### src/rtl/mbx_irq_pkg.sv
package mbx_irq_pkg;

    // Port indices; mailbox p is the one that interrupts port p.
    typedef enum logic {
        PORT_LEFT  = 1'b0,
        PORT_RIGHT = 1'b1
    } port_e;

    localparam int unsigned NPORTS = 2;

    // Decoded access qualifiers for one port, active high.
    typedef struct packed {
        logic wr_act;
        logic rd_act;
    } port_ctl_t;

    function automatic port_ctl_t decode_pins(input logic cs_n,
                                              input logic wr_n,
                                              input logic oe_n);
        port_ctl_t c;
        c.wr_act = !cs_n && !wr_n;
        c.rd_act = !cs_n &&  wr_n && !oe_n;
        return c;
    endfunction

    // Distance of a port's mailbox below the top address.
    function automatic int unsigned mbx_offset(input int unsigned port);
        return (port == int'(PORT_RIGHT)) ? 0 : 1;
    endfunction

endpackage

### src/rtl/mbx_port_decode.sv
module mbx_port_decode
    import mbx_irq_pkg::*;
#(
    parameter int unsigned ADDR_W = 12
) (
    input  logic              clk,
    input  logic              rst,
    input  port_ctl_t         ctl,
    input  logic [ADDR_W-1:0] addr,
    output logic [NPORTS-1:0] wr_evt,
    output logic [NPORTS-1:0] rd_evt
);
    localparam logic [ADDR_W-1:0] TOP_ADDR = {ADDR_W{1'b1}};

    logic wr_act_q;
    logic wr_start;

    // Write begins when the later of select and strobe goes active.
    always_ff @(posedge clk) begin
        if (rst) wr_act_q <= 1'b0;
        else     wr_act_q <= ctl.wr_act;
    end

    assign wr_start = ctl.wr_act && !wr_act_q;

    for (genvar m = 0; m < NPORTS; m++) begin : g_mbx
        localparam logic [ADDR_W-1:0] MBX_ADDR =
            TOP_ADDR - ADDR_W'(mbx_offset(m));
        logic hit;
        assign hit       = (addr == MBX_ADDR);
        assign wr_evt[m] = wr_start   && hit;
        assign rd_evt[m] = ctl.rd_act && hit;
    end

endmodule

### src/rtl/mbx_flag.sv
module mbx_flag (
    input  logic clk,
    input  logic rst,
    input  logic set,
    input  logic clr,
    output logic irq_n
);
    logic pending;

    // Set has priority over clear.
    always_ff @(posedge clk) begin
        if (rst)      pending <= 1'b0;
        else if (set) pending <= 1'b1;
        else if (clr) pending <= 1'b0;
    end

    assign irq_n = !pending;

endmodule

### src/rtl/mbx_irq_logic.sv
module mbx_irq_logic
    import mbx_irq_pkg::*;
#(
    parameter int unsigned ADDR_W = 12
) (
    input  logic              clk,
    input  logic              rst,
    input  logic              l_cs_n,
    input  logic              l_wr_n,
    input  logic              l_oe_n,
    input  logic [ADDR_W-1:0] l_addr,
    input  logic              r_cs_n,
    input  logic              r_wr_n,
    input  logic              r_oe_n,
    input  logic [ADDR_W-1:0] r_addr,
    output logic              l_irq_n,
    output logic              r_irq_n
);
    port_ctl_t         ctl    [NPORTS];
    logic [ADDR_W-1:0] addr_a [NPORTS];
    logic [NPORTS-1:0] wr_evt [NPORTS];
    logic [NPORTS-1:0] rd_evt [NPORTS];
    logic              irq_a  [NPORTS];

    assign ctl[PORT_LEFT]     = decode_pins(l_cs_n, l_wr_n, l_oe_n);
    assign ctl[PORT_RIGHT]    = decode_pins(r_cs_n, r_wr_n, r_oe_n);
    assign addr_a[PORT_LEFT]  = l_addr;
    assign addr_a[PORT_RIGHT] = r_addr;

    for (genvar p = 0; p < NPORTS; p++) begin : g_port
        mbx_port_decode #(.ADDR_W(ADDR_W)) u_dec (
            .clk    (clk),
            .rst    (rst),
            .ctl    (ctl[p]),
            .addr   (addr_a[p]),
            .wr_evt (wr_evt[p]),
            .rd_evt (rd_evt[p])
        );

        // Flag of port p: set by the other port writing mailbox p,
        // cleared by port p reading mailbox p.
        mbx_flag u_flag (
            .clk   (clk),
            .rst   (rst),
            .set   (wr_evt[NPORTS-1-p][p]),
            .clr   (rd_evt[p][p]),
            .irq_n (irq_a[p])
        );
    end

    assign l_irq_n = irq_a[PORT_LEFT];
    assign r_irq_n = irq_a[PORT_RIGHT];

endmodule

### config.mk
export PLATFORM = sky130hd
export DESIGN_NAME = mbx_irq_logic
export DESIGN_NICKNAME = d
export VERILOG_FILES = /design/src/rtl/mbx_irq_pkg.sv /design/src/rtl/mbx_port_decode.sv /design/src/rtl/mbx_flag.sv /design/src/rtl/mbx_irq_logic.sv
export SDC_FILE = /design/constraint.sdc
export NUM_CORES = 1
export LEC_CHECK = 0
export BUFFER_PORTS_ARGS = -buffer_cell sky130_fd_sc_hd__buf_2
export CAP_MARGIN = 0
export CORE_AREA = 2 2 39 41
export CTS_CLUSTER_DIAMETER = 30
export DETAILED_ROUTE_END_ITERATION = 8
export DIE_AREA = 0 0 41 43
export GPL_TIMING_DRIVEN = 0
export HOLD_SLACK_MARGIN = 0.15
export PLACE_DENSITY_LB_ADDON = 0.1
export SLEW_MARGIN = 40
export SYNTH_ARGS = -nofsm -noshare
export SYNTH_HDL_FRONTEND = slang
export SYNTH_HIERARCHICAL = 1
export SYNTH_SLANG_ARGS = --single-unit
### constraint.sdc
create_clock -name clk -period 2.3 [get_ports clk]
set_input_delay 0.69 -clock clk [delete_from_list [all_inputs] [get_ports clk]]
set_output_delay 0.69 -clock clk [all_outputs]
set_load 0.01 [all_outputs]
==> metrics.md <==
| Metric | Value |
|---|---|
| PD cells | 410.2 nW/um2 |
| Vias in the first global route | 346 |
| PortBufs | 33 |
| Die area | 1763 um2 |
| Unrepaired setup endpoints after global routing | false |
| Crit path required time | 2.47 ns |
| Pint | 0.0001529 W |
| CTS Buf Count | 3 |
| Combinational share of power | 19.5% |
| TNS Setup | 0 ns |
| Routed wl met3 | 153 um |
| Area post-placement | 454.2 um2 |
| Slew @ Worst Pin | 0.2479 ns |
| Area Growth Syn to Fin | 77.21% |
| Post-route cell area | 476.7 um2 |
| Hold wc startpoint | g_port[1].u_flag/pending$_SDFFE_PP0P_ |
| Crit path max fanout | 2 |
| Worst Hold Class | register to register |
| Metal1 wirelength | 310 um |
| ANT nets after route | 0 |
| First-pass DRT Iterations | 2 |
| DRT iter0 DRCs | 3 |
| Flop pwr share | 36.5% |
| Max-Cap Viols | 0 |
| Peak supply drop | 0.0002397 V |
| CP Capture Type | register |
| Clock skew | 0.003771 ns |
| GRT Total Usage | 10.24% |
| Synth warnings | 6 |
| IO Pins | 34 |
| Nets | 103 |
| Share of layout cells above drive strength 1 | 59.42% |
| Die height | 43 um |
| F_max | 707.8 MHz |
| Synthesized area | 269.0 um2 |
| Crit path from | r_wr_n |
| Status | completed |
| Final GP Congestion | 0.5650 |
| Clock Tree Buf Depth | 2 |
| Setup ws final | 0.8871 ns |
| Clock power share | 44.0% |
| Post-CTS Setup Bufs | 0 |
| Antenna cells | 0 |
| Highest routed layer | met3 |
| Switching Share | 21.80% |
| Htree depth | 1 |
| Period Utilization, post-route | 61.43% |
| Via count | 374 |
| Post-synthesis cell count | 33 |
| DR WL/cell | 9.518 um |
| CTS Sinks | 4 |
| Post-Route WL | 809 um |
| Net Sw Power | 0.00004263 W |
| # DRC | 0 |
| First-pass GRT wire length | 1193 um |
| Syn_area_per_cell | 8.152 um2 |
| Setup crit start kind | primary input |
| Hold path cells | 2 |
| Met2 WL | 346 um |
| R2R Path Start | g_port[1].u_dec/wr_act_q$_SDFF_PP0_ |
| Crit path DAT | 1.59 ns |
| Final setup viols | 0 |
| Post-Route Utilization | 34.45% |
| Vias per inst | 4.400 |
| Largest net degree at the start of global routing | 5 |
| Hold-fix buffers, CTS | 0 |
| Clk root buf | clkbuf_4 |
| Starting Density | 19.44% |
| Worst Reg2Reg Path Length in Cells | 4 |
| CTS tree | built |
| Clk slew on worst S/H paths | 0.04 ns |
| CTS resizes | 0 |
| Die X-Extent | 41 um |
| Grt total ovfl | 0 |
| Core ar. | 1384 um2 |
| Syn Nets | 65 |
| Clk_lat worst skew | 0.23 ns |
| Worst slack, placed | 0.6194 ns |
| Overall power | 0.0001955 W |
| Row count | 14 |
| Initial antenna violation count | 0 |
| Final hold violations | 0 |
| Slew Limit Fails | 0 |
| Crit path time final | 1.413 ns |
| P_leak | 0.2058 nW |
| Slew HR | 83.32% |
| Crit Path Class | primary input to register |
-- through the flow --
stage | hold WS [ns] | cells
2_1_floorplan | 0.4569 | 33
3_3_place_gp | 0.4754 | 82
3_5_place_dp | 0.4818 | 82
4_1_cts | 0.4832 | 85
5_1_grt | 0.4957 | 85
6_report | 0.4806 | 85
-- per-layer routing --
layer,vias up,track usage (%)
met5,-,0
met4,0,2.000
met3,0,8.377
met2,28,15.31
met1,150,10.93
li1,196,-
-- sequential cells by signal (all words and copies together) (netlist names) --
register	cells
g_port.u_dec/wr_act_q	2
g_port.u_flag/pending	2
-- layout by cell type (no fill, tap or decap), drive strengths merged --
master	count
buf	33
nand4	6
inv	5
dfxtp	4
nor4	4
clkbuf	3
nor2	2
nor3b	2
nand3	2
nor2b	2
nand2b	2
a21oi	2
nand3b	1
or3b	1
-- worst paths after layout --
path,to,slack (ns)
worst max register to register,g_port[0].u_flag/pending$_SDFFE_PP0P_,1.27
worst max-delay path,g_port[0].u_flag/pending$_SDFFE_PP0P_,0.89
worst min-delay path,g_port[1].u_flag/pending$_SDFFE_PP0P_,0.48
worst min register to register,g_port[1].u_flag/pending$_SDFFE_PP0P_,0.48
-- critical path, cell delays in order --
cell and delay [ns]:
buf_2 0.10, nor2_1 0.11, or3b_1 0.37, nor4_2 0.13, inv_1 0.08, a21oi_2 0.10
-- power by group through the flow --
stage	sequential [W]	clock, W	combinational [W]
floorplan	0.0000724	0	0.00000814
global placement	0.0000725	0	0.0000381
detailed placement	0.0000725	0	0.0000386
CTS	0.0000714	0.0000914	0.0000388
global route	0.0000714	0.0000997	0.0000439
finish	0.0000714	0.0000861	0.0000381
-- area by class of cell --
cell class	instances	area, um2
Sequential cell	4	80.08
Multi-Input combinational cell	24	170.2
Tap cell	16	20.02
Fill cell	158	907.1
Clock buffer	3	22.52
Timing Repair Buffer	33	165.2
Inverter	5	18.77
Power figures use the tool's default switching activity.
